## config.mk

```make
export PLATFORM = sky130hd
export DESIGN_NAME = flg_ofs_loader
export DESIGN_NICKNAME = d
export VERILOG_FILES = /design/src/rtl/flg_ofs_pkg.sv /design/src/rtl/flg_ofs_store.sv /design/src/rtl/flg_ofs_flags.sv /design/src/rtl/flg_ofs_loader.sv
export SDC_FILE = /design/constraint.sdc
export NUM_CORES = 1
export LEC_CHECK = 0
export ABC_AREA = 1
export BUFFER_PORTS_ARGS = -buffer_cell sky130_fd_sc_hd__buf_2
export CORE_UTILIZATION = 40
export DETAILED_ROUTE_END_ITERATION = 16
export PLACE_DENSITY = 0.58
export SLEW_MARGIN = 25
export SYNTH_ARGS = -nofsm -noshare
export SYNTH_HDL_FRONTEND = slang
export SYNTH_SLANG_ARGS = --single-unit
```

## constraint.sdc

```tcl
create_clock -name clk -period 1.8 [get_ports clk]
set_clock_uncertainty 0.1 [all_clocks]
set_input_delay 0.36 -clock clk [delete_from_list [all_inputs] [get_ports clk]]
set_output_delay 0.36 -clock clk [all_outputs]
set_load 0.1 [all_outputs]
```

## src/rtl/flg_ofs_pkg.sv

```systemverilog
package flg_ofs_pkg;
  typedef enum logic {SEL_AE = 1'b0, SEL_AF = 1'b1} ofs_sel_e;
  typedef enum logic {LOAD_PAR = 1'b0, LOAD_SER = 1'b1} load_mode_e;
endpackage

```

## src/rtl/flg_ofs_store.sv

```systemverilog
module flg_ofs_store
  import flg_ofs_pkg::*;
#(
  parameter int OFS_W    = 10,
  parameter int DFLT_PAR = 127,
  parameter int DFLT_SER = 1023
) (
  input  logic             clk,
  input  logic             mrs_n,
  input  logic             prs_n,
  input  logic             ld,
  input  logic             si,
  input  logic             sen,
  input  logic             wr_en,
  input  logic             rd_en,
  input  logic [OFS_W-1:0] wdata,
  output logic [OFS_W-1:0] ae_ofs,
  output logic [OFS_W-1:0] af_ofs,
  output load_mode_e       ld_mode,
  output logic [OFS_W-1:0] rdata
);
  localparam int NBITS = 2 * OFS_W;
  localparam int IDX_W = $clog2(NBITS);

  ofs_sel_e         sel_q, sel_d;
  logic [IDX_W-1:0] idx_q, idx_d;
  logic [OFS_W-1:0] rdata_q, rdata_d;
  logic [OFS_W-1:0] ae_d, af_d;
  logic             par_wr, par_rd, ser_ld;

  always_comb begin
    par_wr  = prs_n && (ld_mode == LOAD_PAR) && wr_en;
    par_rd  = prs_n && rd_en && !par_wr;
    ser_ld  = prs_n && (ld_mode == LOAD_SER) && sen;
    ae_d    = ae_ofs;
    af_d    = af_ofs;
    rdata_d = rdata_q;
    sel_d   = sel_q;
    idx_d   = idx_q;
    if (!prs_n) begin
      sel_d = SEL_AE;
      idx_d = '0;
    end else begin
      if (par_wr) begin
        if (sel_q == SEL_AE) ae_d = wdata;
        else                 af_d = wdata;
      end
      if (par_rd) rdata_d = (sel_q == SEL_AE) ? ae_ofs : af_ofs;
      if (par_wr || par_rd) sel_d = (sel_q == SEL_AE) ? SEL_AF : SEL_AE;
      if (ser_ld) begin
        for (int b = 0; b < OFS_W; b++) begin
          if (idx_q == IDX_W'(b))         ae_d[b] = si;
          if (idx_q == IDX_W'(b + OFS_W)) af_d[b] = si;
        end
        idx_d = (idx_q == IDX_W'(NBITS - 1)) ? '0 : idx_q + 1'b1;
      end
    end
  end

  // thresholds and mode are captured while master reset is held
  always_ff @(posedge clk) begin
    if (!mrs_n) begin
      ld_mode <= ld ? LOAD_SER : LOAD_PAR;
      ae_ofs  <= ld ? OFS_W'(DFLT_SER) : OFS_W'(DFLT_PAR);
      af_ofs  <= ld ? OFS_W'(DFLT_SER) : OFS_W'(DFLT_PAR);
    end else begin
      ae_ofs  <= ae_d;
      af_ofs  <= af_d;
    end
  end

  always_ff @(posedge clk or negedge mrs_n) begin
    if (!mrs_n) begin
      sel_q   <= SEL_AE;
      idx_q   <= '0;
      rdata_q <= '0;
    end else begin
      sel_q   <= sel_d;
      idx_q   <= idx_d;
      rdata_q <= rdata_d;
    end
  end

  assign rdata = rdata_q;
endmodule

```

## src/rtl/flg_ofs_flags.sv

```systemverilog
module flg_ofs_flags #(
  parameter int OFS_W = 10,
  parameter int DEPTH = 2048,
  parameter int CNT_W = 12
) (
  input  logic             clk,
  input  logic             mrs_n,
  input  logic             prs_n,
  input  logic [CNT_W-1:0] count,
  input  logic [OFS_W-1:0] ae_ofs,
  input  logic [OFS_W-1:0] af_ofs,
  output logic             pae_n,
  output logic             paf_n
);
  logic [CNT_W-1:0] free_cnt;
  logic             pae_d, paf_d, pae_q, paf_q;

  always_comb begin
    free_cnt = CNT_W'(DEPTH) - count;
    if (!prs_n) begin
      pae_d = 1'b0;
      paf_d = 1'b1;
    end else begin
      pae_d = count > CNT_W'(ae_ofs);
      paf_d = free_cnt > CNT_W'(af_ofs);
    end
  end

  always_ff @(posedge clk or negedge mrs_n) begin
    if (!mrs_n) begin
      pae_q <= 1'b0;
      paf_q <= 1'b1;
    end else begin
      pae_q <= pae_d;
      paf_q <= paf_d;
    end
  end

  assign pae_n = pae_q;
  assign paf_n = paf_q;
endmodule

```

## src/rtl/flg_ofs_loader.sv

```systemverilog
module flg_ofs_loader
  import flg_ofs_pkg::*;
#(
  parameter int OFS_W    = 10,
  parameter int DEPTH    = 2048,
  parameter int DFLT_PAR = 127,
  parameter int DFLT_SER = 1023,
  localparam int CNT_W   = $clog2(DEPTH + 1)
) (
  input  logic             clk,
  input  logic             mrs_n,
  input  logic             prs_n,
  input  logic             ld,
  input  logic             si,
  input  logic             sen,
  input  logic             wr_en,
  input  logic             rd_en,
  input  logic [OFS_W-1:0] wdata,
  input  logic [CNT_W-1:0] count,
  output logic             pae_n,
  output logic             paf_n,
  output logic [OFS_W-1:0] rdata
);
  logic [OFS_W-1:0] ae_ofs, af_ofs;
  load_mode_e       ld_mode;

  flg_ofs_store #(.OFS_W(OFS_W), .DFLT_PAR(DFLT_PAR), .DFLT_SER(DFLT_SER)) u_store (
    .clk(clk), .mrs_n(mrs_n), .prs_n(prs_n), .ld(ld), .si(si), .sen(sen),
    .wr_en(wr_en), .rd_en(rd_en), .wdata(wdata), .ae_ofs(ae_ofs),
    .af_ofs(af_ofs), .ld_mode(ld_mode), .rdata(rdata)
  );

  flg_ofs_flags #(.OFS_W(OFS_W), .DEPTH(DEPTH), .CNT_W(CNT_W)) u_flags (
    .clk(clk), .mrs_n(mrs_n), .prs_n(prs_n), .count(count),
    .ae_ofs(ae_ofs), .af_ofs(af_ofs), .pae_n(pae_n), .paf_n(paf_n)
  );
endmodule

```

==> metrics <==
status=completed; crit path launch type=input pin; post-DP HPWL=6670 um; initial drt markers=around 140; First-pass DRT Iterations=7; Worst EP arrival=approximately 1.9 ns; WP buf/inv=3; Synth Cell Area=3040 sq um; area delta synth->final=24.1%; CP max-delay cell=ha_1; die area=~8000 sq um; worst slew pin tran=approximately 0.49 ns; Final ANT Viol Nets=0; Rel. slew slack=about two thirds; Die X=~90 um; #FFs+latches synth=39; CTS tree=built; initial core utilization=about two fifths; pin count of the biggest net entering global routing=21; dpl ws=-0.312 ns; crit end category=register; row count=31; residual DRC count=0; PD cells=around 720 nW/um^2; diode count=0; GRT overflow=0; layout cells sized above 1=a little under a quarter; CTS Buf Count=5; Worst path max stage delay=0.29 ns; Clock transition at path regs=approximately 0.08 ns; global-route wire length before repair=approximately 13000 um; Port Buffer Count=41; drt wl/cell=around 14 um; CP cell instances=buf_8 -> inv_4 -> ha_4 -> nand4_1 -> or2_1 -> nand2_1 -> inv_1 -> ha_1 -> nand2_2 -> nor2_2 -> nor2_1 -> nand2_1 -> nand2_1 -> nand2_1 -> nand2_1 -> nand2_1; Placed Instances=around 570; RSZ-0062 raised after global routing=yes; vias in the first global route=roughly 2700; crit-path leading delay family=simple AND/OR/NAND/NOR gates; Die Y=between 80 and 90 um; Post-Route WL=approximately 8400 um; Hold WC Path Type=in2reg; Clock Latency Late Sink=0.30 ns; highest fanout seen on the critical path=2; maximum vdd drop=between 200 and 300 uV; Worst R2R Start=u_store.ld_mode; Via Count=between 2000 and 3000; Sequential Area=roughly 1100 sq um; vias per cell=approximately 5; PnR worst setup slack=around 0.014 ns; final hold violation count=0; CTS root buffer=clkbuf_8; I/O pin cnt=42; critical path required time=1.93 ns; Fmax achieved=560 MHz; worst hold stages=1; Register-to-Register Path Depth=8; footprint of the multi-input gates=around 1700 sq um; # nets final=roughly 540; Core Box Area=about 7300 sq um; yosys synthesis warning count=0; Final Setup Violations=0; fill count=763; register area share after synthesis=35.7%; period utilization=99.2%; syn_nets=between 400 and 500; Post-Synthesis Cells=between 400 and 500; Min-Delay Endpoint=u_store.ld_mode; Crit Path Class=in2reg; Num Clock Sinks=39; H-tree levels=2; Max Root-Sink Buffers=2; # Max-Cap Violations=0; Cell Count, Final, Fillers Out=slightly below 600; CP most frequent cell=nand2_1; min-delay src=ld; Leak Pwr=1.83 nW; Avg Cell Area, Syn=between 7 and 8 sq um; initial antenna violation count=0; Slew Limit Fails=0; worst reg2reg setup slack=about 0.14 ns; R2R Path End=u_store.ae_ofs[4]; min Tclk post-route=roughly 1.8 ns; Synth cell types=34; GR Util All Layers=22.3%; routability cong.=about 0.85
sequential cells by signal, indices dropped and copies added (netlist names):
name	flops
u_store.af_ofs	10
u_flags.pae_n	1
u_store.ae_ofs	10
u_store.ld_mode	1
u_store.sel_q	1
u_store.idx_q	5
u_store.rdata	10
u_flags.paf_n	1
through the flow:
stage | power [mW] | setup TNS [ns] | util (%) | hold WS (ns) | area, sq um
2_1_floorplan | 1.72 | -0.0738 | - | -0.0356 | 3060
3_3_place_gp | 1.96 | -0.255 | 48.6 | 0.183 | 3550
3_5_place_dp | 1.96 | -0.312 | 48.6 | 0.180 | 3550
4_1_cts | 2.71 | 0 | 50.2 | 0.148 | 3660
5_1_grt | 2.86 | -0.120 | 51.6 | 0.150 | 3770
6_report | 2.71 | 0 | 51.6 | 0.158 | 3770
cell usage after synthesis:
cell type | n | area, sq um
a21o_1 | 1 | 7.51
a21oi_1 | 15 | 75.1
a21oi_2 | 3 | 26.3
a31oi_1 | 10 | 62.6
buf_2 | 2 | 10.0
buf_6 | 2 | 22.5
clkbuf_1 | 6 | 22.5
clkinv_1 | 1 | 3.75
dfrtp_1 | 17 | 425
dfstp_2 | 1 | 26.3
edfxtp_1 | 21 | 631
ha_1 | 26 | 325
inv_1 | 58 | 218
inv_2 | 4 | 15.0
nand2_1 | 98 | 368
nand2_4 | 3 | 33.8
nand3_1 | 46 | 230
nand4_1 | 4 | 25.0
nor2_1 | 44 | 165
nor2_2 | 1 | 6.26
nor2_4 | 4 | 45.0
nor2_8 | 1 | 20.0
nor3_1 | 2 | 10.0
nor3_2 | 1 | 10.0
o211ai_1 | 5 | 37.5
o211ai_2 | 1 | 12.5
o21a_1 | 1 | 7.51
o21ai_0 | 6 | 30.0
o21ai_1 | 12 | 60.1
o221ai_1 | 1 | 8.76
o22ai_1 | 3 | 18.8
or2_1 | 1 | 6.26
xnor2_1 | 4 | 35.0
xor2_1 | 4 | 35.0
kinds of logic after synthesis:
group	count (synthesis)	synth area share (%)
AND/OR/NAND/NOR	205	30.3
buffers and inverters	73	9.60
AO/OA/AOI/OAI	58	11.4
flip-flops	39	35.7
adder cells (fa/ha/maj)	26	10.7
XOR/XNOR	8	2.31
how the worst max path moves through the flow:
stage          startpoint            end  slack [ns]  cells past startpoint
2_1_floorplan    count[0]  u_flags.paf_n       -0.07                     14
3_5_place_dp     count[1]  u_flags.paf_n       -0.31                     13
4_1_cts          count[1]  u_flags.paf_n       0.008                     13
3_3_place_gp     count[1]  u_flags.paf_n       -0.25                     13
5_1_grt          count[0]  u_flags.paf_n       -0.12                     16
6_report         count[0]  u_flags.paf_n        0.01                     16
final cells by class:
type	instances	share of cell area (%)
multi-input combinational	297	46.4
sequential	39	28.7
timing repair buffer	73	12.4
inverter	63	6.35
tap	99	3.29
clock buffer	5	1.83
clock inverter	3	1.03
per-layer routing:
| layer | vias to the layer above | part of all wire (%) | global-route usage [%] |
|---|---|---|---|
| met5 | - | 0 | 0 |
| li1 | 1483 | - | - |
| met1 | 1306 | 46 | 30.5 |
| met2 | 89 | 46 | 36.4 |
| met4 | 0 | 2.0 | 6.20 |
| met3 | 16 | 5.5 | 3.60 |
cell usage in the layout (no fill, tap or decap), types with 2 or more instances in the layout:
master,netlist,routed
a31oi_1,10,10
nand3_1,46,46
xnor2_1,4,4
inv_1,58,55
inv_2,4,6
nand2_1,98,95
nand2_8,0,2
nor2_1,44,40
nor2_2,1,4
xor2_1,4,4
a21oi_1,15,14
nand4_1,4,4
buf_4,0,31
o21ai_0,6,6
nand2_2,0,3
buf_2,2,38
o21ai_1,12,12
edfxtp_1,21,21
nor2_4,4,5
ha_4,0,2
clkinv_1,1,2
dfrtp_1,17,17
o22ai_1,3,3
o211ai_1,5,5
nor3_2,1,2
a21oi_2,3,4
ha_1,26,24
clkbuf_8,0,5
worst reg2reg max path, delay by kind of cell, from the launching register on:
family,cells,cell delay (ns)
compound gates,2,0.12
buf+inv,1,0.08
flops,1,0.40
simple gates,5,0.72
report_power, final:
part | total [mW] | internal [mW] | leakage [nW] | switching, mW
clock network | 0.740 | 0.406 | 0.0556 | 0.334
logic | 0.899 | 0.241 | 1.39 | 0.658
registers | 1.07 | 1.02 | 0.391 | 0.0479
total | 2.71 | 1.67 | 1.83 | 1.04
repair_timing:
item	CTS	global route
resized for setup	0	20
hold buffers	1	0
endpoints found under the setup margin	0	8
endpoints found under the hold margin	2	0
buffers inserted	0	3
Note: power is estimated with default switching activity, not from simulation.
